==> src/rtl/sac_pkg.sv <==
package sac_pkg;
    localparam int FUNC_W = 7;

    typedef enum logic [3:0] {
        K_ADD, K_SUB, K_EQ, K_SLE, K_SLT, K_ULE, K_ULT, K_BYTEGE, K_BAD
    } op_kind_e;

    typedef struct packed {
        op_kind_e   kind;
        logic       narrow;   // 32-bit operation with sign extension
        logic [1:0] shamt;    // left shift applied to operand A
        logic       trap;     // overflow is reported
    } op_ctl_t;

    typedef enum logic {
        ST_IDLE,
        ST_SHOW
    } out_state_e;
endpackage

==> src/rtl/sac_decode.sv <==
module sac_decode
    import sac_pkg::*;
(
    input  logic [FUNC_W-1:0] func,
    output op_ctl_t           ctl
);
    always_comb begin
        ctl = '{kind: K_BAD, narrow: 1'b0, shamt: 2'd0, trap: 1'b0};
        case (func)
            // additions
            7'h00: ctl = '{K_ADD, 1'b1, 2'd0, 1'b0};
            7'h40: ctl = '{K_ADD, 1'b1, 2'd0, 1'b1};
            7'h02: ctl = '{K_ADD, 1'b1, 2'd2, 1'b0};
            7'h12: ctl = '{K_ADD, 1'b1, 2'd3, 1'b0};
            7'h20: ctl = '{K_ADD, 1'b0, 2'd0, 1'b0};
            7'h60: ctl = '{K_ADD, 1'b0, 2'd0, 1'b1};
            7'h22: ctl = '{K_ADD, 1'b0, 2'd2, 1'b0};
            7'h32: ctl = '{K_ADD, 1'b0, 2'd3, 1'b0};
            // subtractions
            7'h09: ctl = '{K_SUB, 1'b1, 2'd0, 1'b0};
            7'h49: ctl = '{K_SUB, 1'b1, 2'd0, 1'b1};
            7'h0b: ctl = '{K_SUB, 1'b1, 2'd2, 1'b0};
            7'h1b: ctl = '{K_SUB, 1'b1, 2'd3, 1'b0};
            7'h29: ctl = '{K_SUB, 1'b0, 2'd0, 1'b0};
            7'h69: ctl = '{K_SUB, 1'b0, 2'd0, 1'b1};
            7'h2b: ctl = '{K_SUB, 1'b0, 2'd2, 1'b0};
            7'h3b: ctl = '{K_SUB, 1'b0, 2'd3, 1'b0};
            // compares
            7'h2d: ctl.kind = K_EQ;
            7'h6d: ctl.kind = K_SLE;
            7'h4d: ctl.kind = K_SLT;
            7'h3d: ctl.kind = K_ULE;
            7'h1d: ctl.kind = K_ULT;
            7'h0f: ctl.kind = K_BYTEGE;
            default: ctl.kind = K_BAD;
        endcase
    end
endmodule

==> src/rtl/sac_arith.sv <==
module sac_arith
    import sac_pkg::*;
#(
    parameter int DATA_W = 64
) (
    input  logic [DATA_W-1:0] a,
    input  logic [DATA_W-1:0] b,
    input  op_ctl_t           ctl,
    output logic [DATA_W-1:0] res,
    output logic              ovf
);
    localparam int HALF_W = DATA_W / 2;

    logic [DATA_W-1:0] a_sc;
    logic [DATA_W-1:0] raw;
    logic              is_sub;
    logic              sgn_a, sgn_b, sgn_r;

    assign is_sub = (ctl.kind == K_SUB);
    assign a_sc   = a << ctl.shamt;
    assign raw    = is_sub ? (a_sc - b) : (a_sc + b);

    always_comb begin
        if (ctl.narrow) begin
            res   = {{HALF_W{raw[HALF_W-1]}}, raw[HALF_W-1:0]};
            sgn_a = a_sc[HALF_W-1];
            sgn_b = b[HALF_W-1];
            sgn_r = raw[HALF_W-1];
        end else begin
            res   = raw;
            sgn_a = a_sc[DATA_W-1];
            sgn_b = b[DATA_W-1];
            sgn_r = raw[DATA_W-1];
        end
        // subtraction overflows only when operand signs differ
        ovf = ctl.trap && (is_sub ? (sgn_a != sgn_b) : (sgn_a == sgn_b))
                       && (sgn_r != sgn_a);
    end
endmodule

==> src/rtl/sac_compare.sv <==
module sac_compare
    import sac_pkg::*;
#(
    parameter int DATA_W = 64,
    parameter int LANE_W = 8
) (
    input  logic [DATA_W-1:0] a,
    input  logic [DATA_W-1:0] b,
    input  op_kind_e          kind,
    output logic [DATA_W-1:0] res
);
    localparam int LANES = DATA_W / LANE_W;

    logic [LANES-1:0] lane_ge;

    for (genvar g = 0; g < LANES; g++) begin : g_lane
        assign lane_ge[g] = (a[g*LANE_W +: LANE_W] >= b[g*LANE_W +: LANE_W]);
    end

    always_comb begin
        res = '0;
        unique case (kind)
            K_EQ:    res[0] = (a == b);
            K_SLE:   res[0] = ($signed(a) <= $signed(b));
            K_SLT:   res[0] = ($signed(a) <  $signed(b));
            K_ULE:   res[0] = (a <= b);
            K_ULT:   res[0] = (a <  b);
            K_BYTEGE: res[LANES-1:0] = lane_ge;
            default: res = '0;
        endcase
    end
endmodule

==> src/rtl/sac_unit.sv <==
module sac_unit
    import sac_pkg::*;
#(
    parameter int DATA_W = 64,
    parameter int LANE_W = 8
) (
    input  logic              clk,
    input  logic              rst_n,
    input  logic              in_valid,
    input  logic [6:0]        func,
    input  logic [DATA_W-1:0] opa,
    input  logic [DATA_W-1:0] opb,
    output logic              out_valid,
    output logic [DATA_W-1:0] result,
    output logic              ovf,
    output logic              illegal
);
    localparam int HALF_W = DATA_W / 2;
    localparam int LANES  = DATA_W / LANE_W;

    op_ctl_t           ctl;
    logic [DATA_W-1:0] ar_res, cmp_res, nxt_res;
    logic              ar_ovf, nxt_ovf, nxt_ill;
    out_state_e        state, state_nxt;

    sac_decode u_dec (.func(func), .ctl(ctl));

    sac_arith #(.DATA_W(DATA_W)) u_arith (
        .a(opa), .b(opb), .ctl(ctl), .res(ar_res), .ovf(ar_ovf)
    );

    sac_compare #(.DATA_W(DATA_W), .LANE_W(LANE_W)) u_cmp (
        .a(opa), .b(opb), .kind(ctl.kind), .res(cmp_res)
    );

    always_comb begin
        nxt_res = '0;
        nxt_ovf = 1'b0;
        nxt_ill = 1'b0;
        unique case (ctl.kind)
            K_ADD, K_SUB: begin
                nxt_res = ar_res;
                nxt_ovf = ar_ovf;
            end
            K_BAD:   nxt_ill = 1'b1;
            default: nxt_res = cmp_res;
        endcase
    end

    // next state: ST_IDLE/ST_SHOW -> ST_SHOW on a request, else -> ST_IDLE
    always_comb state_nxt = in_valid ? ST_SHOW : ST_IDLE;

    // state register
    always_ff @(posedge clk or negedge rst_n) begin
        if (!rst_n) state <= ST_IDLE;
        else        state <= state_nxt;
    end

    // output registers
    always_ff @(posedge clk or negedge rst_n) begin
        if (!rst_n) begin
            result  <= '0;
            ovf     <= 1'b0;
            illegal <= 1'b0;
        end else if (in_valid) begin
            result  <= nxt_res;
            ovf     <= nxt_ovf;
            illegal <= nxt_ill;
        end else begin
            result  <= '0;
            ovf     <= 1'b0;
            illegal <= 1'b0;
        end
    end

    assign out_valid = (state == ST_SHOW);

    // ---------------- assertions ----------------
    a_r1_valid_next: assert property (@(posedge clk) disable iff (!rst_n)
        in_valid |=> out_valid);
    a_r1_valid_drop: assert property (@(posedge clk) disable iff (!rst_n)
        !in_valid |=> !out_valid);
    a_r1_idle_quiet: assert property (@(posedge clk) disable iff (!rst_n)
        !out_valid |-> (result == '0 && !ovf && !illegal));
    a_r10_illegal_zero: assert property (@(posedge clk) disable iff (!rst_n)
        illegal |-> (result == '0 && !ovf));
    a_r7_no_trap_flag: assert property (@(posedge clk) disable iff (!rst_n)
        (in_valid && !ctl.trap) |=> !ovf);
    a_r4_sign_extend: assert property (@(posedge clk) disable iff (!rst_n)
        (in_valid && ctl.narrow && (ctl.kind == K_ADD || ctl.kind == K_SUB)) |=>
        ($countones(result[DATA_W-1:HALF_W-1]) == 0 ||
         $countones(result[DATA_W-1:HALF_W-1]) == HALF_W + 1));
    a_r8_cmp_bool: assert property (@(posedge clk) disable iff (!rst_n)
        (in_valid && (func == 7'h2d || func == 7'h6d || func == 7'h4d ||
                      func == 7'h3d || func == 7'h1d)) |=> (result[DATA_W-1:1] == '0));
    a_r9_mask_width: assert property (@(posedge clk) disable iff (!rst_n)
        (in_valid && func == 7'h0f) |=> (result[DATA_W-1:LANES] == '0));
endmodule

==> config.mk <==
export PLATFORM = sky130hd
export DESIGN_NAME = sac_unit
export DESIGN_NICKNAME = d
export VERILOG_FILES = /design/src/rtl/sac_pkg.sv /design/src/rtl/sac_decode.sv /design/src/rtl/sac_arith.sv /design/src/rtl/sac_compare.sv /design/src/rtl/sac_unit.sv
export SDC_FILE = /design/constraint.sdc
export NUM_CORES = 1
export LEC_CHECK = 0
export ABC_CLOCK_PERIOD_IN_PS = 800
export CORE_AREA = 2 2 154 156
export CTS_BUF_LIST = sky130_fd_sc_hd__clkbuf_4
export CTS_CLUSTER_DIAMETER = 60
export DETAILED_ROUTE_END_ITERATION = 16
export DIE_AREA = 0 0 156 158
export PLACE_DENSITY_LB_ADDON = 0.15
export SLEW_MARGIN = 0
export SYNTH_ARGS = -nofsm -noshare
export SYNTH_HDL_FRONTEND = slang
export SYNTH_SLANG_ARGS = --single-unit
==> constraint.sdc <==
create_clock -name clk -period 0.8 [get_ports clk]
set_input_delay 0.16 -clock clk [delete_from_list [all_inputs] [get_ports clk]]
set_output_delay 0.16 -clock clk [all_outputs]
set_load 0.005 [all_outputs]
## Word level (Yosys, flattened, before mapping)

Cells that the tools add are included.

| word-level totals | value |
|---|---|
| output and inout bits | 67 |
| bits in registers | 67 |

| cells by class | value |
|---|---|
| reductions and logical operators | 14 |
| shift operators | 1 |
| multiplexer cells | 17 |
| $lt $le $gt $ge | 12 |
| add/sub/neg operators | 2 |
| equal/unequal tests | 33 |

Operator list:

| operator | number |
|---|---|
| $mux 64 | 3 |
| $le 64x64->1 | 2 |
| $lt 64x64->1 | 2 |
| $pmux 64 s2 | 1 |
| $add 64x64->64 | 1 |
| $eq 64x64->1 | 1 |
| $ge 8x8->1 | 8 |
| $shl 64x2->64 | 1 |
| $sub 64x64->64 | 1 |
| $eq 7x6->1 const B | 8 |
| $eq 7x7->1 const B | 6 |
| $pmux 4 s8 | 1 |
| $pmux 4 s7 | 1 |
| $eq 7x4->1 const B | 3 |
| $eq 7x5->1 const B | 3 |
| $eq 4x3->1 const B | 4 |
| $reduce_or 2->1 | 8 |
| $reduce_or 8->1 | 2 |
| $mux 1 | 9 |
| $eq 4x2->1 const B | 2 |
| $eq 7x2->1 const B | 1 |
| $logic_not 7->1 | 1 |
| $mux 7 | 1 |
| $pmux 1 s6 | 1 |
| 6 further kinds | 8 |

## Longest topological paths before layout

| logic depth | value |
|---|---|
| depth after elaboration | 11 |
| gate-level depth with buffers | 23 |

## Modules after synthesis

A second synthesis with hierarchy kept.

| second synthesis, totals | value |
|---|---|
| cell total of the unflattened synthesis | 1432 |
| area total of the unflattened synthesis | 12192.9 um2 |

By module, submodules not included:

| module | cells an instance | area each (um2) | seq. area each (um2) | times used |
|---|---|---|---|---|
| sac_arith | 889 | 6951.7 | 0.0 | 1 |
| sac_unit | 157 | 2511.2 | 1676.6 | 1 |
| sac_compare | 350 | 2489.9 | 0.0 | 1 |
| sac_decode | 36 | 240.2 | 0.0 | 1 |

## Worst setup path before layout

OpenSTA, ideal clock, no wires.

| path | value |
|---|---|
| path kind | input-to-reg |
| start | in opb[18] |
| end | reg result[61] |
| library setup time | 0.065 ns |
| buffers on the path | 2 |
| required time | 0.735 ns |
| path slack | -3.981 ns |
| cell stages on the path | 21 |
| arrival | 4.716 ns |
| cell sequence | nor4_1 nand3_1 or4_1 or2_2 clkbuf_1 or3_2 nor3_1 nand2_1 o21ai_0 xnor2_1 ha_1 clkbuf_1 a21o_2 a21o_1 a21o_1 and2_1 o21ai_0 a21oi_1 a211o_1 a311oi_1 o211a_1 |

| between the ends | value |
|---|---|
| word-level cells in the longest chain between the ends | 5 |

Ends and longest elaborated chain:

| item | line | RTL |
|---|---|---|
| start: declaration | sac_unit.sv:12 | `input logic [DATA_W-1:0] opb,` |
| $add 64x64->64 or $sub 64x64->64 (tied branches) | sac_arith.sv:21 | `assign raw = is_sub ? (a_sc - b) : (a_sc + b);` |
| $mux 64 (*) | sac_arith.sv:21 |  |
| $mux 64 (*) | sac_arith.sv:24 | `if (ctl.narrow) begin` |
| $pmux 64 s2 (*) | sac_unit.sv:40 | `unique case (ctl.kind)` |
| $mux 64 (*) | sac_unit.sv:65 | `end else if (in_valid) begin` |
| end signal: assignment | sac_unit.sv:66 | `result <= nxt_res;` |
| end: declaration | sac_unit.sv:14 | `output logic [DATA_W-1:0] result,` |

Mark *: on every way between the ends. The rest lies on a longest branch, timed or not.

## Worst setup path in the final report

| path | value |
|---|---|
| start | in opb[16] |
| end | reg result[61] |

The elaborated chain is that of the path after synthesis.

==> reports/summary.txt <==
WL/cell: 25.7 um
first-pass GRT wire length: 78400 um
main combinational cell family by area after synthesis: compound AO/OA/AOI/OAI gates
Max Cap Violations: 0
port buffer count: 204
failing checks: negative hold slack, negative setup slack
DRT Pass-1 Iters: 6
synthesized area: 10600 um^2
Crit. End Element: flip-flop
initial antenna violation count: 5
Tcrit/Tclk final: 532%
RSZ-0062 raised after global routing: yes
Post-synth EDFFs: 0
multiplexer share of the synthesized area: 6.26%
TritonCTS clock tree: built
PwrDens: 1180 nW/um^2
post-synthesis async set-or-reset flop share: 100%
overall power: 24400 uW
Synth Area in Compound Gates: 27.0%
most frequent cells in the layout: 543 x buf_4, 116 x nand2_1, 108 x ha_1
via-per-instance ratio: 6.62
fraction of layout cells with a size suffix above 1: 52.5%
Remaining DRCs: 0
register area: 1680 um^2
initial core utilization: 45.9%
number of synthesized register bits: 67
vias in the first global route: 14700
clk sinks: 67
Final Slew Violations: 0
Synth area leader: ha_1
die area: 24600 um^2
Main synth FF type: dfrtp_1
Post-DRT Antenna Nets: 0
area added between synthesis and finish: 95.7%
status: finished, violations left
total track usage: 40.9%
Required @ worst endpoint: 1.20 ns
core area: 23100 um^2
hold slack: -0.0243 ns
CP Class: input port to flip-flop
Syn Nets: 1700
max frequency: 235 MHz
nets@finish: 2509
PnR worst setup slack: -3.45 ns
die width: 156 um
post-layout util: 89.9%
routed vias: 16800
syn_area_per_cell: 7.42 um^2
DP HPWL: 37400 um
largest net degree at the start of global routing: 46
Clk pin slew, worst setup/hold paths: 0.16 ns
Mapped Cells: 1426
Starting DRT DRC Count: 2053
IO Pins: 205
fraction of synthesized cell area in xor and xnor cells: 9.93%
drt total wl: 65200 um
final global-route overflow total: 0
Max FO, Critical Path: 4
area occupied by multi-input gates: 10800 um^2
VDD IR max: 1.05 mV
Setup-failing EPs final: 133
CTS Buf Count: 9
clock buffer depth: 2
Netlist cell types: 74
Adder-Cell Fraction of Synth Area: 16.2%
Final Hold Viols: 1
top area cells in the synthesized netlist: ha_1 16%, dfrtp_1 16%, xnor2_1 8.4%
Leak: 0.0107 uW
relative slew slack: 21.6%
hold buffers post-CTS: 1
H-tree depth reported by CTS: 3
row cnt: 56
CTS root buf: clkbuf_4
Seq/Total Area, Yosys: 15.8%
HP Class: input port to flip-flop
Yosys warning total: 0
Yosys top cell area share: 16.0%
Fillers: 954
gpl congestion: 1.01
post-layout min period: 4.25 ns
Setup crit start kind: input port
actual slew at the worst max-slew pin: 1.17 ns
die height: 158 um
simple-gate share of the synthesized area: 18.9%
commonest non-fill, non-tap cell in the layout: buf_4
Data arrival, critical path: 4.65 ns
[where the power goes]
part / switching [uW] / internal [uW] / leakage [uW]
clock: 1910 / 1570 / 0.0000922
sequential: 41.3 / 3500 / 0.000925
combinational: 8920 / 8450 / 0.00965
total: 10900 / 13500 / 0.0107
[synthesized netlist by cell type, types with 12 or more instances]
library cell / count
a21o_1: 61
a21oi_1: 137
clkbuf_1: 51
dfrtp_1: 67
ha_1: 135
inv_1: 96
mux2i_1: 65
nand2_1: 131
nand3_1: 33
nand4_1: 38
nor2_1: 97
nor2b_1: 12
nor3_1: 26
nor4_1: 15
o21a_1: 12
o21ai_0: 142
o21bai_1: 17
o31ai_1: 13
xnor2_1: 102
xor2_1: 18
[final cells by class]
| class | instances | share of cell area, % |
|---|---|---|
| diodes | 4 | 0.0483 |
| repair buffers | 860 | 35.3 |
| multi-input cells | 1200 | 52.1 |
| well taps | 290 | 1.75 |
| clock inverters | 6 | 0.556 |
| flip-flops and latches | 67 | 8.09 |
| inverters | 97 | 1.83 |
| clock buffers | 9 | 0.326 |
[worst max-delay path, stage by stage]
cell	delay [ns]
buf_8	0.10
nor4_4	0.31
nand3_2	0.17
or4_4	0.45
or2_4	0.26
or3_4	0.40
nor3_4	0.26
nand2_2	0.14
o21ai_2	0.22
xnor2_2	0.12
ha_1	0.34
a21o_2	0.21
a21o_1	0.17
a21o_1	0.17
and2_4	0.17
o21ai_2	0.13
a21oi_1	0.08
a211o_1	0.28
buf_4	0.15
nor3_2	0.12
o211ai_1	0.12
o211a_1	0.13
[state kept, by name, summed over array words and instances (netlist names)]
register and flops:
out_valid 1, result 64, illegal 1, ovf 1
[final timing paths]
kind                       startpoint    endpoint  slack (ns)  cells past startpoint
max                           opb[16]  result[61]       -3.45                     22
min                           func[1]   result[0]       -0.02                      3
max in group asynchronous       rst_n  result[51]        0.42                      3
min in group asynchronous       rst_n  result[37]        0.09                      3
[what timing repair did]
action	4_1_cts	5_1_grt
setup endpoints to repair	133	133
setup buffers	103	68
pin swaps	217	249
gates resized for setup	515	454
endpoints found under the hold margin	68	1
cloned	5	2
[cells by family (layout without fill, tap and decap cells)]
kind of cell / Yosys count / count (layout)
compound gates: 465 / 465
simple gates: 413 / 413
buf+inv: 159 / 972
fa+ha+maj: 136 / 136
xor+xnor: 120 / 120
flops: 67 / 67
mux: 66 / 66
other cells: 0 / 4
[stage by stage]
step | TNS (ns) | instance area [um^2] | instances | setup WS [ns] | hold WS [ns]
finish | -195.50 | 20700 | 2533 | -3.45 | -0.0243
global route | -200.84 | 20700 | 2532 | -3.53 | -0.0122
CTS | -203.47 | 19400 | 2487 | -3.32 | -0.00813
detailed placement | -233.22 | 17100 | 2374 | -4.13 | 0.176
global placement | -229.17 | 17100 | 2374 | -4.05 | 0.178
floorplan | -166.01 | 11200 | 1426 | -3.61 | -0.136
[metal layers]
| layer | wire (um) | share of wire, % | GRT usage (%) | up-vias |
|---|---|---|---|---|
| met5 | 8 | 0.012 | 0 | - |
| met3 | 7520 | 12 | 7.01 | 600 |
| met2 | 28900 | 44 | 69.6 | 1586 |
| met1 | 22600 | 35 | 50.6 | 7774 |
| met4 | 6210 | 9.5 | 18.7 | 2 |
| li1 | - | - | - | 6803 |
(Power assumes the default switching activity.)
